==> config.mk <==
export PLATFORM = sky130hd
export DESIGN_NAME = dual_wr_ram
export DESIGN_NICKNAME = d
export VERILOG_FILES = /design/src/rtl/dwr_pkg.sv /design/src/rtl/dwr_wr_arbiter.sv /design/src/rtl/dwr_storage.sv /design/src/rtl/dwr_read_port.sv /design/src/rtl/dual_wr_ram.sv
export SDC_FILE = /design/constraint.sdc
export NUM_CORES = 1
export LEC_CHECK = 0
export BUFFER_PORTS_ARGS = -buffer_cell sky130_fd_sc_hd__buf_4
export CAP_MARGIN = 40
export CORE_UTILIZATION = 30
export CTS_BUF_LIST = sky130_fd_sc_hd__clkbuf_4
export CTS_CLUSTER_SIZE = 30
export DETAILED_ROUTE_END_ITERATION = 16
export PLACE_DENSITY = 0.48
export SLEW_MARGIN = 0
export SYNTH_ARGS = -nofsm -noshare
export SYNTH_HDL_FRONTEND = slang
export SYNTH_SLANG_ARGS = --single-unit
==> constraint.sdc <==
create_clock -name clk -period 2.6 [get_ports clk]
set_clock_uncertainty 0.2 [all_clocks]
set_input_delay 0.39 -clock clk [delete_from_list [all_inputs] [get_ports clk]]
set_output_delay 0.39 -clock clk [all_outputs]
set_load 0.05 [all_outputs]
==> src/rtl/dwr_pkg.sv <==
// Shared types for the dual-writer RAM.
// Assumes: used only as parameter types; carries no logic.
package dwr_pkg;

    // Which write port keeps a lane when both write one address.
    typedef enum logic [1:0] {
        PRIO_A    = 2'd0,
        PRIO_B    = 2'd1,
        PRIO_NONE = 2'd2
    } dwr_prio_e;

    // What a same-cycle read sees of a lane this port is writing.
    typedef enum logic [1:0] {
        SEE_OLD = 2'd0,
        SEE_NEW = 2'd1,
        SEE_ANY = 2'd2
    } dwr_view_e;

endpackage

==> src/rtl/dwr_wr_arbiter.sv <==
// Qualifies both write ports into per-lane write strobes and removes the
// losing port's strobes on lanes where both ports hit one address.
// Assumes: with PRIO_NONE the colliding lanes are unspecified, so port B is
// left to store them (any choice is legal).
module dwr_wr_arbiter #(
    parameter int                 ADDR_W = 4,
    parameter int                 LANES  = 2,
    parameter dwr_pkg::dwr_prio_e PRIO   = dwr_pkg::PRIO_A
) (
    input  logic              clk,
    input  logic              rst_n,
    input  logic              clk_en,
    input  logic              a_we,
    input  logic [LANES-1:0]  a_be,
    input  logic [ADDR_W-1:0] a_addr,
    input  logic              b_we,
    input  logic [ADDR_W-1:0] b_addr,
    output logic [LANES-1:0]  a_lane_we,
    output logic [LANES-1:0]  b_lane_we
);

    logic [LANES-1:0] a_raw;
    logic [LANES-1:0] b_raw;
    logic [LANES-1:0] overlap;

    // Raw strobes: clock enable, port enable and lane enable combined.
    always_comb begin
        a_raw   = a_be & {LANES{clk_en & a_we}};
        b_raw   = {LANES{clk_en & b_we}};
        overlap = (a_addr == b_addr) ? (a_raw & b_raw) : '0;
    end

    // Priority variant picked by parameter: the loser gives up overlapping lanes.
    generate
        if (PRIO == dwr_pkg::PRIO_A) begin : g_a_wins
            assign a_lane_we = a_raw;
            assign b_lane_we = b_raw & ~overlap;

            AST_A_KEEPS_LANES: assert property (@(posedge clk) disable iff (!rst_n)
                (clk_en && a_we && b_we && a_addr == b_addr) |-> (a_lane_we == a_be));
        end else begin : g_b_stores
            assign a_lane_we = a_raw & ~overlap;
            assign b_lane_we = b_raw;

            AST_B_KEEPS_WORD: assert property (@(posedge clk) disable iff (!rst_n)
                (clk_en && b_we && a_addr == b_addr) |-> (a_lane_we == '0));
        end
    endgenerate

    AST_CLKEN_GATES: assert property (@(posedge clk) disable iff (!rst_n)
        !clk_en |-> (a_lane_we == '0 && b_lane_we == '0));
    AST_BE_QUALIFIES: assert property (@(posedge clk) disable iff (!rst_n)
        ((a_lane_we & ~a_be) == '0) && (a_we || a_lane_we == '0));

endmodule

==> src/rtl/dwr_storage.sv <==
// Memory array with two lane-granular write ports and a combinational read
// of the stored word for the registered read stage.
// Assumes: the arbiter never strobes the same lane of one address from both
// ports; the contents are not reset.
module dwr_storage #(
    parameter int ADDR_W = 4,
    parameter int DATA_W = 16,
    parameter int BYTE_W = 8,
    localparam int LANES = DATA_W / BYTE_W,
    localparam int DEPTH = 1 << ADDR_W
) (
    input  logic              clk,
    input  logic [LANES-1:0]  a_lane_we,
    input  logic [ADDR_W-1:0] a_addr,
    input  logic [DATA_W-1:0] a_wdata,
    input  logic [LANES-1:0]  b_lane_we,
    input  logic [ADDR_W-1:0] b_addr,
    input  logic [DATA_W-1:0] b_wdata,
    input  logic [ADDR_W-1:0] rd_addr,
    output logic [DATA_W-1:0] rd_word
);

    logic [DATA_W-1:0] mem [DEPTH];

    // Lane writes from both ports; their strobes never overlap on one cell.
    always_ff @(posedge clk) begin
        for (int i = 0; i < LANES; i++) begin
            if (b_lane_we[i]) mem[b_addr][i*BYTE_W +: BYTE_W] <= b_wdata[i*BYTE_W +: BYTE_W];
            if (a_lane_we[i]) mem[a_addr][i*BYTE_W +: BYTE_W] <= a_wdata[i*BYTE_W +: BYTE_W];
        end
    end

    // Pre-write word at the read address.
    assign rd_word = mem[rd_addr];

endmodule

==> src/rtl/dwr_read_port.sv <==
// Registered read port. Each lane takes the stored word, or the write data
// of a port set to SEE_NEW that writes this lane of the read address.
// Assumes: the lane strobes come from the arbiter, so at most one port
// strobes any lane of one address; SEE_OLD and SEE_ANY both return old data.
module dwr_read_port #(
    parameter int                 ADDR_W = 4,
    parameter int                 DATA_W = 16,
    parameter int                 BYTE_W = 8,
    parameter dwr_pkg::dwr_view_e VIEW_A = dwr_pkg::SEE_NEW,
    parameter dwr_pkg::dwr_view_e VIEW_B = dwr_pkg::SEE_OLD,
    localparam int                LANES  = DATA_W / BYTE_W
) (
    input  logic              clk,
    input  logic              rst_n,
    input  logic              clk_en,
    input  logic              rd_en,
    input  logic [ADDR_W-1:0] rd_addr,
    input  logic [DATA_W-1:0] rd_word,
    input  logic [LANES-1:0]  a_lane_we,
    input  logic [ADDR_W-1:0] a_addr,
    input  logic [DATA_W-1:0] a_wdata,
    input  logic [LANES-1:0]  b_lane_we,
    input  logic [ADDR_W-1:0] b_addr,
    input  logic [DATA_W-1:0] b_wdata,
    output logic [DATA_W-1:0] rd_data
);

    localparam bit A_FWD = (VIEW_A == dwr_pkg::SEE_NEW);
    localparam bit B_FWD = (VIEW_B == dwr_pkg::SEE_NEW);

    logic [DATA_W-1:0] rd_next;
    logic              a_hit;
    logic              b_hit;

    assign a_hit = (a_addr == rd_addr);
    assign b_hit = (b_addr == rd_addr);

    // One forwarding mux per byte lane.
    generate
        for (genvar i = 0; i < LANES; i++) begin : g_lane
            // Picks the lane source: a forwarding writer, else the stored lane.
            always_comb begin
                if (A_FWD && a_lane_we[i] && a_hit)
                    rd_next[i*BYTE_W +: BYTE_W] = a_wdata[i*BYTE_W +: BYTE_W];
                else if (B_FWD && b_lane_we[i] && b_hit)
                    rd_next[i*BYTE_W +: BYTE_W] = b_wdata[i*BYTE_W +: BYTE_W];
                else
                    rd_next[i*BYTE_W +: BYTE_W] = rd_word[i*BYTE_W +: BYTE_W];
            end
        end
    endgenerate

    // Output register: reset clears it, an enabled read loads it.
    always_ff @(posedge clk) begin
        if (!rst_n)
            rd_data <= '0;
        else if (clk_en && rd_en)
            rd_data <= rd_next;
    end

    AST_RD_HOLDS: assert property (@(posedge clk) disable iff (!rst_n)
        !(clk_en && rd_en) |=> $stable(rd_data));

    generate
        if (VIEW_A == dwr_pkg::SEE_NEW) begin : g_a_new
            AST_A_READS_NEW: assert property (@(posedge clk) disable iff (!rst_n)
                (clk_en && rd_en && a_lane_we == '1 && a_hit) |=> (rd_data == $past(a_wdata)));
        end else if (VIEW_A == dwr_pkg::SEE_OLD) begin : g_a_old
            AST_A_READS_OLD: assert property (@(posedge clk) disable iff (!rst_n)
                (clk_en && rd_en && a_lane_we == '1 && a_hit) |=> (rd_data == $past(rd_word)));
        end
        if (VIEW_B == dwr_pkg::SEE_NEW) begin : g_b_new
            AST_B_READS_NEW: assert property (@(posedge clk) disable iff (!rst_n)
                (clk_en && rd_en && b_lane_we == '1 && b_hit) |=> (rd_data == $past(b_wdata)));
        end else if (VIEW_B == dwr_pkg::SEE_OLD) begin : g_b_old
            AST_B_READS_OLD: assert property (@(posedge clk) disable iff (!rst_n)
                (clk_en && rd_en && b_lane_we == '1 && b_hit) |=> (rd_data == $past(rd_word)));
        end
    endgenerate

endmodule

==> src/rtl/dual_wr_ram.sv <==
// Top level: two synchronous writers (A byte-lane, B full word) and one
// registered reader on a single clock. Lane collisions are settled by PRIO
// and same-cycle read-through follows VIEW_A / VIEW_B.
// Assumes: DATA_W is a whole multiple of BYTE_W.
module dual_wr_ram #(
    parameter int                 ADDR_W = 4,
    parameter int                 DATA_W = 16,
    parameter int                 BYTE_W = 8,
    parameter dwr_pkg::dwr_prio_e PRIO   = dwr_pkg::PRIO_A,
    parameter dwr_pkg::dwr_view_e VIEW_A = dwr_pkg::SEE_NEW,
    parameter dwr_pkg::dwr_view_e VIEW_B = dwr_pkg::SEE_OLD,
    localparam int                LANES  = DATA_W / BYTE_W
) (
    input  logic              clk,
    input  logic              rst_n,
    input  logic              clk_en,
    input  logic              a_we,
    input  logic [LANES-1:0]  a_be,
    input  logic [ADDR_W-1:0] a_addr,
    input  logic [DATA_W-1:0] a_wdata,
    input  logic              b_we,
    input  logic [ADDR_W-1:0] b_addr,
    input  logic [DATA_W-1:0] b_wdata,
    input  logic              rd_en,
    input  logic [ADDR_W-1:0] rd_addr,
    output logic [DATA_W-1:0] rd_data
);

    logic [LANES-1:0]  a_lane_we;
    logic [LANES-1:0]  b_lane_we;
    logic [DATA_W-1:0] rd_word;

    dwr_wr_arbiter #(
        .ADDR_W (ADDR_W),
        .LANES  (LANES),
        .PRIO   (PRIO)
    ) u_arb (
        .clk       (clk),
        .rst_n     (rst_n),
        .clk_en    (clk_en),
        .a_we      (a_we),
        .a_be      (a_be),
        .a_addr    (a_addr),
        .b_we      (b_we),
        .b_addr    (b_addr),
        .a_lane_we (a_lane_we),
        .b_lane_we (b_lane_we)
    );

    dwr_storage #(
        .ADDR_W (ADDR_W),
        .DATA_W (DATA_W),
        .BYTE_W (BYTE_W)
    ) u_mem (
        .clk       (clk),
        .a_lane_we (a_lane_we),
        .a_addr    (a_addr),
        .a_wdata   (a_wdata),
        .b_lane_we (b_lane_we),
        .b_addr    (b_addr),
        .b_wdata   (b_wdata),
        .rd_addr   (rd_addr),
        .rd_word   (rd_word)
    );

    dwr_read_port #(
        .ADDR_W (ADDR_W),
        .DATA_W (DATA_W),
        .BYTE_W (BYTE_W),
        .VIEW_A (VIEW_A),
        .VIEW_B (VIEW_B)
    ) u_rd (
        .clk       (clk),
        .rst_n     (rst_n),
        .clk_en    (clk_en),
        .rd_en     (rd_en),
        .rd_addr   (rd_addr),
        .rd_word   (rd_word),
        .a_lane_we (a_lane_we),
        .a_addr    (a_addr),
        .a_wdata   (a_wdata),
        .b_lane_we (b_lane_we),
        .b_addr    (b_addr),
        .b_wdata   (b_wdata),
        .rd_data   (rd_data)
    );

endmodule

==> results of run 1 <==
worst paths after layout:
kind	startpoint	to	slack [ps]	depth (start not counted)
setup / recovery	rd_addr[0]	u_rd.rd_data[15]	160	9
hold / removal	rd_addr[2]	u_rd.rd_data[1]	90	4
setup reg to reg	u_mem.mem[15][3]	u_rd.rd_data[3]	350	5
hold reg to reg	u_rd.rd_data[0]	u_rd.rd_data[0]	410	3
placed cells by master, fill, tap and decap left out, types with 3 or more instances in the layout:
master         count
diode_2            4
edfxtp_1         256
dlygate4sd3_1     43
buf_4            150
nor2_8            12
nand3_2            3
mux2_4            32
mux2_1           127
nor2_4            12
nor2_1             3
a31oi_1           16
o22ai_1           24
a221oi_1          16
clkinv_1          15
clkinv_2           3
nand2_1           27
o21ai_0           31
mux2i_1           32
o21a_1            18
clkbuf_4         119
dfxtp_1           16
nor2b_1            3
mux4_2            48
nand3_1            3
xnor2_1            8
o41ai_1           16
buf_12             5
inv_2              3
mux2_2           113
kinds of logic after synthesis:
| group | share of synthesized area, % |
|---|---|
| multiplexers | 31.37 |
| flip-flops | 54.79 |
| AO/OA/AOI/OAI | 5.651 |
| buffers and inverters | 2.765 |
| AND/OR/NAND/NOR | 4.940 |
| XOR/XNOR | 0.4795 |
what timing repair did:
action,CTS,global route
hold buffers,43,0
gates resized for setup,0,0
endpoints found under the hold margin,272,0
worst max-delay path: stages:
cell           delay [ps]
buf_4                 110
buf_4                 370
xnor2_1               200
nand4_2               110
buf_4                 230
o41ai_1               230
dlygate4sd3_1         590
a31oi_1                40
dlygate4sd3_1         570
flip-flops by register name, summed over array words and instances, names as in the netlist:
signal / flops
u_mem.mem: 256
u_rd.rd_data: 16
final cells by class:
class | count | area (um^2) | area share (%)
Sequential cell | 272 | 8008 | 45.35
Multi-Input combinational cell | 567 | 6202 | 35.13
Timing Repair Buffer | 198 | 1657 | 9.383
Clock buffer | 119 | 893.4 | 5.060
Tap cell | 615 | 769.5 | 4.358
Clock inverter | 22 | 112.6 | 0.6378
Antenna cell | 4 | 10.01 | 0.05669
Inverter | 1 | 3.754 | 0.02126
metal layers:
layer / up-vias / routed length [um] / GRT usage (%) / part of all wire (%)
met5: - / 9 / 0 / 0.020
met4: 2 / 622 / 5.606 / 1.4
met3: 43 / 2227 / 2.989 / 4.9
met2: 262 / 20960 / 28.39 / 47
met1: 4784 / 21170 / 26.08 / 47
li1: 4169 / - / - / -
where the power goes:
group          internal (uW)  switching, uW
Combinational            511            665
Clock                   2190           1880
Sequential              4880           32.0
Total                   7580           2580
stage by stage:
step	hold WS, ps	TNS (ps)
floorplan	393.9	0
global placement	410.3	-9.520
detailed placement	410.2	0
CTS	16.14	0
global route	96.11	0
finish	87.23	0
==> impl_metrics.yaml, run 1 <==
clock_network:
  cts_sinks: 272
  clkLatencyLatePin_ps: 740
  cts_tree: "yes"
  cts_buffers: 77
  cts_root_buffer: "clkbuf_4"
  clockBufferDepth: 3
  post_cts_buffers: 0
  clk_transition_reported_paths_ps: 60
  ctsHtreeMaxLevel: 3
sta:
  worst_slew_pin_slew_ps: 833.4
  setup_viol: 0
  relSlewSlack_pct: 44.25
  clock.fmax_mhz: 410.3
  finalHoldViolCount: 0
  slew_violations: 0
  timing.final.ws_setup_ps: 162.6
  layout_min_cycle_time_ps: 2437
  period_share_pct: 93.75
  rsz0062_at_grt: "no"
finish:
  final_util_pct: 36.90
  area_growth_pct: 20.81
  fin_nets: 1169
  drive_gt1_share_pct: 43.26
  nFillCells: 4590
  stdcell_area_um2: 17660
  finalNonFillerCells: 1798
placed_design:
  placed_cell_area_um2: 16210
  routabilityCongestion: 0.8244
  place.port_buffers: 67
  dp_cells: 1610
  dp_hpwl_mm: 29.23
  pre_cts_ws_ps: 204.9
drt:
  initialDrtViolationCount: 718
  routed_wl_mm: 44.99
  route.detailed.drc: 0
  ant_nets: 0
  vias: 9260
  via_per_inst: 5.150
  wire_per_inst_um: 25.02
  firstDrtPassIters: 5
floorplan:
  die_w_um: 222.7
  die_h_um: 222.7
  start_util_pct: 30.54
  die_area_um2: 49600
  coreArea_um2: 47850
  top_level_ports: 68
  rows: 80
global_route:
  antenna_found_initial: 3
  grt_max_degree: 34
  grtUsageTotal_pct: 18.30
  grt_pass1_wl_mm: 65.85
  grt_overflow: 0
  grt_pass1_vias: 9420
setup_path:
  path_class: "input pin to register"
  critPathLaunchType: "input pin"
  worstSetupEndpointType: "register"
  worstPathRequired_ps: 3020
  arrival_ps: 2860
  crit_path_max_fanout: 33
synth:
  synth_cells: 925
  synth_fp_nets: 977
  synthTopCellsByCount: "edfxtp_1 (256), mux2_1 (127), mux2_2 (113), mux4_2 (48), clkbuf_1 (46)"
  synth_area_leader_cell: "edfxtp_1"
  synthArstFlopShare_pct: 0
  synth_edf_count: 256
  synth_ff_type: "edfxtp_1"
  synth_area_um2: 14610
  synth_seq_cells: 272
  yosysSeqAreaShare_pct: 54.79
  synth_top_area_share_pct: 52.60
  syn_area_per_cell_um2: 15.80
  synth_warnings: 0
  synth_most_common_cell: "edfxtp_1"
  yosys-top-cells-area: "edfxtp_1 (53%), mux2_1 (9.8%), mux2_2 (8.7%)"
  ys_types: 44
power:
  peakVddDrop_mv: 0.2282
  p_leak_uw: 0.006264
  cellPowerDensity_nw_per_um2: 575.5
  finalPower_uw: 10160
worst_hold_path:
  hold_path_class: "input pin to register"
run_status:
  outcome: "completed"
flow_run:
  drv_cap: 0
No activity file was read; power rests on OpenSTA's default activity.
==> run 2, diff against run 1 <==
Settings changed: CTS_BUF_LIST sky130_fd_sc_hd__clkbuf_4 to unset.
==> run 2 against run 1 <==
  * Cell count decreased by 7.2%
  * Critical path depth shrank 4
  * Design area shrank 2.5%
  * Hold slack worse by 13 ps
  * First-iteration DRC count down 2.9%
  * Wire length decreased by 2.4%
==> impl_metrics.yaml, run 2 (synthesis gave the netlist of run 1 again) <==
clock_network:
  ctsHtreeMaxLevel: 1
  ctsResizeCount: 0
  cts_buffers: 30
  hold_buffers: 0
  clk_transition_reported_paths_ps: 70
  cts_tree: "yes"
  clkLatencyLatePin_ps: 560
  cts_sinks: 272
  clockBufferDepth: 3
  post_cts_buffers: 0
  cts_root_buffer: "clkbuf_16"
finish:
  drive_gt1_share_pct: 40.91
  largest_reg_flops: 256
  area_growth_pct: 17.83
  final_common_cell: "edfxtp_1"
  fin_nets: 1079
  largest-register: "u_mem.mem"
  final_util_pct: 35.99
  layout_common_cells: "edfxtp_1 (256), buf_4 (150), mux2_1 (127), mux2_2 (113), mux4_2 (48)"
  top_regs: "u_mem.mem: 256 flops, u_rd.rd_data: 16 flops"
floorplan:
  start_util_pct: 30.54
  rows: 80
  top_level_ports: 68
  die_h_um: 222.7
  die_area_um2: 49600
  die_w_um: 222.7
  coreArea_um2: 47850
placed_design:
  routabilityCongestion: 0.8244
  place.port_buffers: 67
  pre_cts_ws_ps: 204.9
  dp_hpwl_mm: 29.23
global_route:
  globalRouteMet2Util_pct: 27.58
  grt_pass1_vias: 8833
  antenna_found_initial: 2
  grt_pass1_wl_mm: 63.97
  grt_use_met1_pct: 26.20
  top_usage_layer: "met2"
  grtUsageTotal_pct: 17.68
  grt_overflow: 0
  grt_max_degree: 34
  use_met3_pct: 2.076
setup_path:
  max_stage_delay_ps: 690
  r2r_start: "u_mem.mem[11][14]"
  slowest_stage: "a221oi_1"
  worstPathRequired_ps: 2890
  arrival_ps: 2230
  cp.depth: 5
  reg2regPathDepth: 4
  cp_cell_sequence: "buf_4 -> and2_1 -> a221oi_1 -> o21ai_0 -> a31oi_1"
  crit_start: "rd_addr[1]"
  critPathTopFamily: "compound AO/OA/AOI/OAI gates"
  crit_buf_inv: 1
  worstSetupEndpointType: "register"
  critPathLaunchType: "input pin"
  path_class: "input pin to register"
  crit_path_max_fanout: 16
power:
  peakVddDrop_mv: 0.3119
  p_leak_uw: 0.005957
  finalPower_uw: 10410
  cellPowerDensity_nw_per_um2: 604.7
sta:
  relSlewSlack_pct: 44.97
  period_share_pct: 74.64
  holdWs_ps: 74.51
  clock.fmax_mhz: 515.3
  slew_violations: 0
  timing.final.ws_setup_ps: 659.3
  worst_slew_pin_slew_ps: 825.5
  tns_ps: 0
  layout_min_cycle_time_ps: 1941
  setup_viol: 0
  finalHoldViolCount: 0
  rsz0062_at_grt: "no"
worst_hold_path:
  min_delay_path_depth: 4
  holdCritStartpoint: "rst_n"
  hold_path_class: "input pin to register"
drt:
  initialDrtViolationCount: 697
  vias: 8699
  ant_nets: 0
  routed_wl_mm: 43.91
  firstDrtPassIters: 5
  route.detailed.drc: 0
  via_per_inst: 5.215
  wire_per_inst_um: 26.32
run_status:
  outcome: "completed"
flow_run:
  drv_cap: 0
[run 2: cell types whose count changed in the layout (fill, tap and decap cells not counted), sizes merged]
cell	previous run	this run
bufinv	1	3
clkbuf	119	40
clkinv	18	10
clkinvlp	0	3
diode	4	2
dlygate4sd3	43	0
inv	4	1
[run 2: power breakdown]
part	switching (uW)	leakage, uW	internal, uW
clock	1800	0.000487	2580
sequential	31.7	0.00244	4890
combinational	654	0.00303	467
[run 2: metrics by stage]
| stage | instances | cell area (um^2) |
|---|---|---|
| 2_1_floorplan | 925 | 14610 |
| 6_report | 1668 | 17220 |
| 3_3_place_gp | 1601 | 16140 |
| 4_1_cts | 1666 | 17220 |
| 3_5_place_dp | 1610 | 16210 |
| 5_1_grt | 1667 | 17220 |
[run 2: worst paths after layout]
check	to	slack [ps]
setup reg to reg	u_rd.rd_data[14]	790
hold reg to reg	u_rd.rd_data[0]	420
hold / removal	u_rd.rd_data[3]	70
setup / recovery	u_rd.rd_data[14]	660
[run 2: metal layers]
layer,vias up,wire (um)
li1,3917,-
met1,4560,21400
met2,181,20140
met3,39,1771
met4,2,587
met5,-,9
[run 2: layout make-up]
class / instances / area, um^2
Timing Repair Buffer: 155 / 1226
Fill cell: 4556 / 30630
Clock inverter: 16 / 156.4
Inverter: 1 / 3.754
Sequential cell: 272 / 8008
Tap cell: 615 / 769.5
Antenna cell: 2 / 5.005
Clock buffer: 40 / 849.6
Multi-Input combinational cell: 567 / 6202
[run 2: worst reg2reg max path, stage by stage (launching register included)]
cell      delay [ps]
edfxtp_1         320
mux2i_1           90
a221oi_1         580
o21ai_0          310
a31oi_1          230
==> run 3, diff against run 2 <==
Settings changed: PLACE_DENSITY 0.48 to 0.49.
Clock period 2.6 ns to 1.7 ns, I/O delays scaled along.
==> run 3 against run 2 <==
  * Sequential power grew 53%
  * Utilization grew 3.6 points
  * First-iteration DRC count shrank 8.8%
  * Via count grew 3.6%
  * Critical path depth shrank 2
  * Cell count grew 5.5%
  * Register-to-register slack lost 760 ps
  * Wire length is essentially flat
  * Highest routed layer is now met4
==> impl_metrics.yaml, run 3 (synthesis gave the netlist of run 1 again) <==
run_status:
  outcome: "completed"
drt:
  wire_per_inst_um: 24.98
  via_per_inst: 5.123
  initialDrtViolationCount: 636
  routed_wl_mm: 43.94
  firstDrtPassIters: 4
  route.detailed.drc: 0
  vias: 9012
  ant_nets: 0
sta:
  worst_slew_pin_slew_ps: 403.0
  period_share_pct: 98.04
  relSlewSlack_pct: 73.14
  clock.fmax_mhz: 600.0
  layout_min_cycle_time_ps: 1667
  rsz0062_at_grt: "yes"
  setup_viol: 0
  slew_violations: 0
  finalHoldViolCount: 0
finish:
  drive_gt1_share_pct: 48.86
  regArea_um2: 8008
  nFillCells: 4429
  multi_input_area_um2: 6666
  final_util_pct: 39.63
  final_common_cell: "edfxtp_1"
  fin_nets: 1174
  top_regs: "u_mem.mem: 256 flops, u_rd.rd_data: 16 flops"
  largest_reg_flops: 256
  layout_common_cells: "edfxtp_1 (256), buf_4 (179), mux2_4 (95), mux2_1 (91), mux2_2 (86)"
  area_growth_pct: 29.73
  diodes: 0
  finalNonFillerCells: 1759
  largest-register: "u_mem.mem"
power:
  p_comb_share_pct: 12.5
  peakVddDrop_mv: 0.6428
  p_leak_uw: 0.006813
  switchingPower_uw: 3837
  p_int_uw: 12350
  sequentialPowerShare_pct: 46.5
  clockPowerShare_pct: 41.0
  cellPowerDensity_nw_per_um2: 853.6
  p_sw_share_pct: 23.71
global_route:
  grt_overflow: 0
  grt_pass1_wl_mm: 64.54
  grtUsageTotal_pct: 17.84
  grt_max_degree: 26
  grt_pass1_vias: 9296
  antenna_found_initial: 0
setup_path:
  arrival_ps: 1900
  critPathLaunchType: "register"
  reg2regPathDepth: 3
  slowest_stage: "mux4_2"
  worstPathRequired_ps: 1940
  r2r_start: "u_mem.mem[10][13]"
  max_stage_delay_ps: 500
  worstSetupEndpointType: "register"
  crit_path_max_fanout: 1
  path_class: "register to register"
  cp_cell_sequence: "mux4_2 -> o21ai_0 -> a31oi_1"
  r2r_end: "u_rd.rd_data[13]"
  rrSetupSlack_ps: 30
floorplan:
  rows: 80
  coreArea_um2: 47850
  die_h_um: 222.7
  die_area_um2: 49600
  die_w_um: 222.7
  top_level_ports: 68
  start_util_pct: 30.54
flow_run:
  drv_cap: 0
worst_hold_path:
  min_to: "u_mem.mem[13][4]"
  hold_path_class: "input pin to register"
  holdCritStartpoint: "a_wdata[4]"
  min_delay_path_depth: 2
placed_design:
  dp_cells: 1682
  routabilityCongestion: 0.8010
  dp_hpwl_mm: 30.41
  place.port_buffers: 67
clock_network:
  clockBufferDepth: 3
  clkLatencyLatePin_ps: 570
  cts_buffers: 30
  cts_root_buffer: "clkbuf_16"
  cts_sinks: 272
  cts_tree: "yes"
  ctsHtreeMaxLevel: 1
  clk_transition_reported_paths_ps: 60
## run 3: cell types whose count changed in the layout (fill, tap and decap cells not counted), sizes merged
| cell | change |
|---|---|
| buf | +73 |
| bufinv | +1 |
| clkinv | -1 |
| clkinvlp | -2 |
| diode | -2 |
| dlygate4sd3 | +22 |
## run 3: stage by stage
stage,TNS [ps],cell area [um^2],hold slack [ps],total power [uW],setup slack [ps]
2_1_floorplan,-106140,15170,258.9,8811,-332.8
3_3_place_gp,-210360,17730,408.5,9630,-607.2
3_5_place_dp,-212640,17730,407.6,9650,-651.2
4_1_cts,0,18940,0.5321,16340,0.4952
5_1_grt,-8.802,18960,16.05,16670,-8.802
6_report,0,18960,16.74,16180,33.25
## run 3: worst max-delay path: cells and delay by family, from the launching register on
kind | cells | cell delay, ps
flip-flops | 1 | 390
multiplexers | 1 | 500
AO/OA/AOI/OAI | 2 | 440
## run 3: timing repair
action | CTS | global route
pin swaps | 0 | 3
setup endpoints to repair | 10 | 84
setup buffers | 0 | 1
endpoints found under the hold margin | 161 | 0
gates resized for setup | 3 | 7
hold buffers | 22 | 0
## run 3: how the worst max path moves through the flow
stage,start,endpoint,cells after the start
after global routing,u_mem.mem[4][10],u_rd.rd_data[10],4
after global placement,a_addr[3],u_mem.mem[13][12],7
final,u_mem.mem[10][13],u_rd.rd_data[13],3
after detailed placement,a_addr[3],u_mem.mem[13][15],7
after floorplan,clk_en,u_mem.mem[14][0],5
after CTS,u_mem.mem[10][14],u_rd.rd_data[14],3
## run 3: cell type report
class	instances	share of cell area [%]
clock buffers	40	4.270
clock inverters	14	0.8777
inverters	1	0.01980
multi-input cells	567	35.16
flip-flops and latches	272	42.24
well taps	615	4.059
repair buffers	250	13.38
## run 3: power groups by stage
| stage | sequential (uW) | clock [uW] | combinational (uW) |
|---|---|---|---|
| 6_report | 7520 | 6640 | 2020 |
| 5_1_grt | 7530 | 7000 | 2150 |
| 4_1_cts | 7520 | 6780 | 2030 |
| 3_5_place_dp | 7670 | 0 | 1980 |
| 3_3_place_gp | 7660 | 0 | 1970 |
| 2_1_floorplan | 7730 | 0 | 1080 |
## run 3: metal layers
metal	global-route usage [%]	vias up	wire length [um]
met5	0	-	0
met2	27.62	205	19740
li1	-	4097	-
met4	5.161	0	1061
met1	26.17	4660	21320
met3	2.023	50	1815
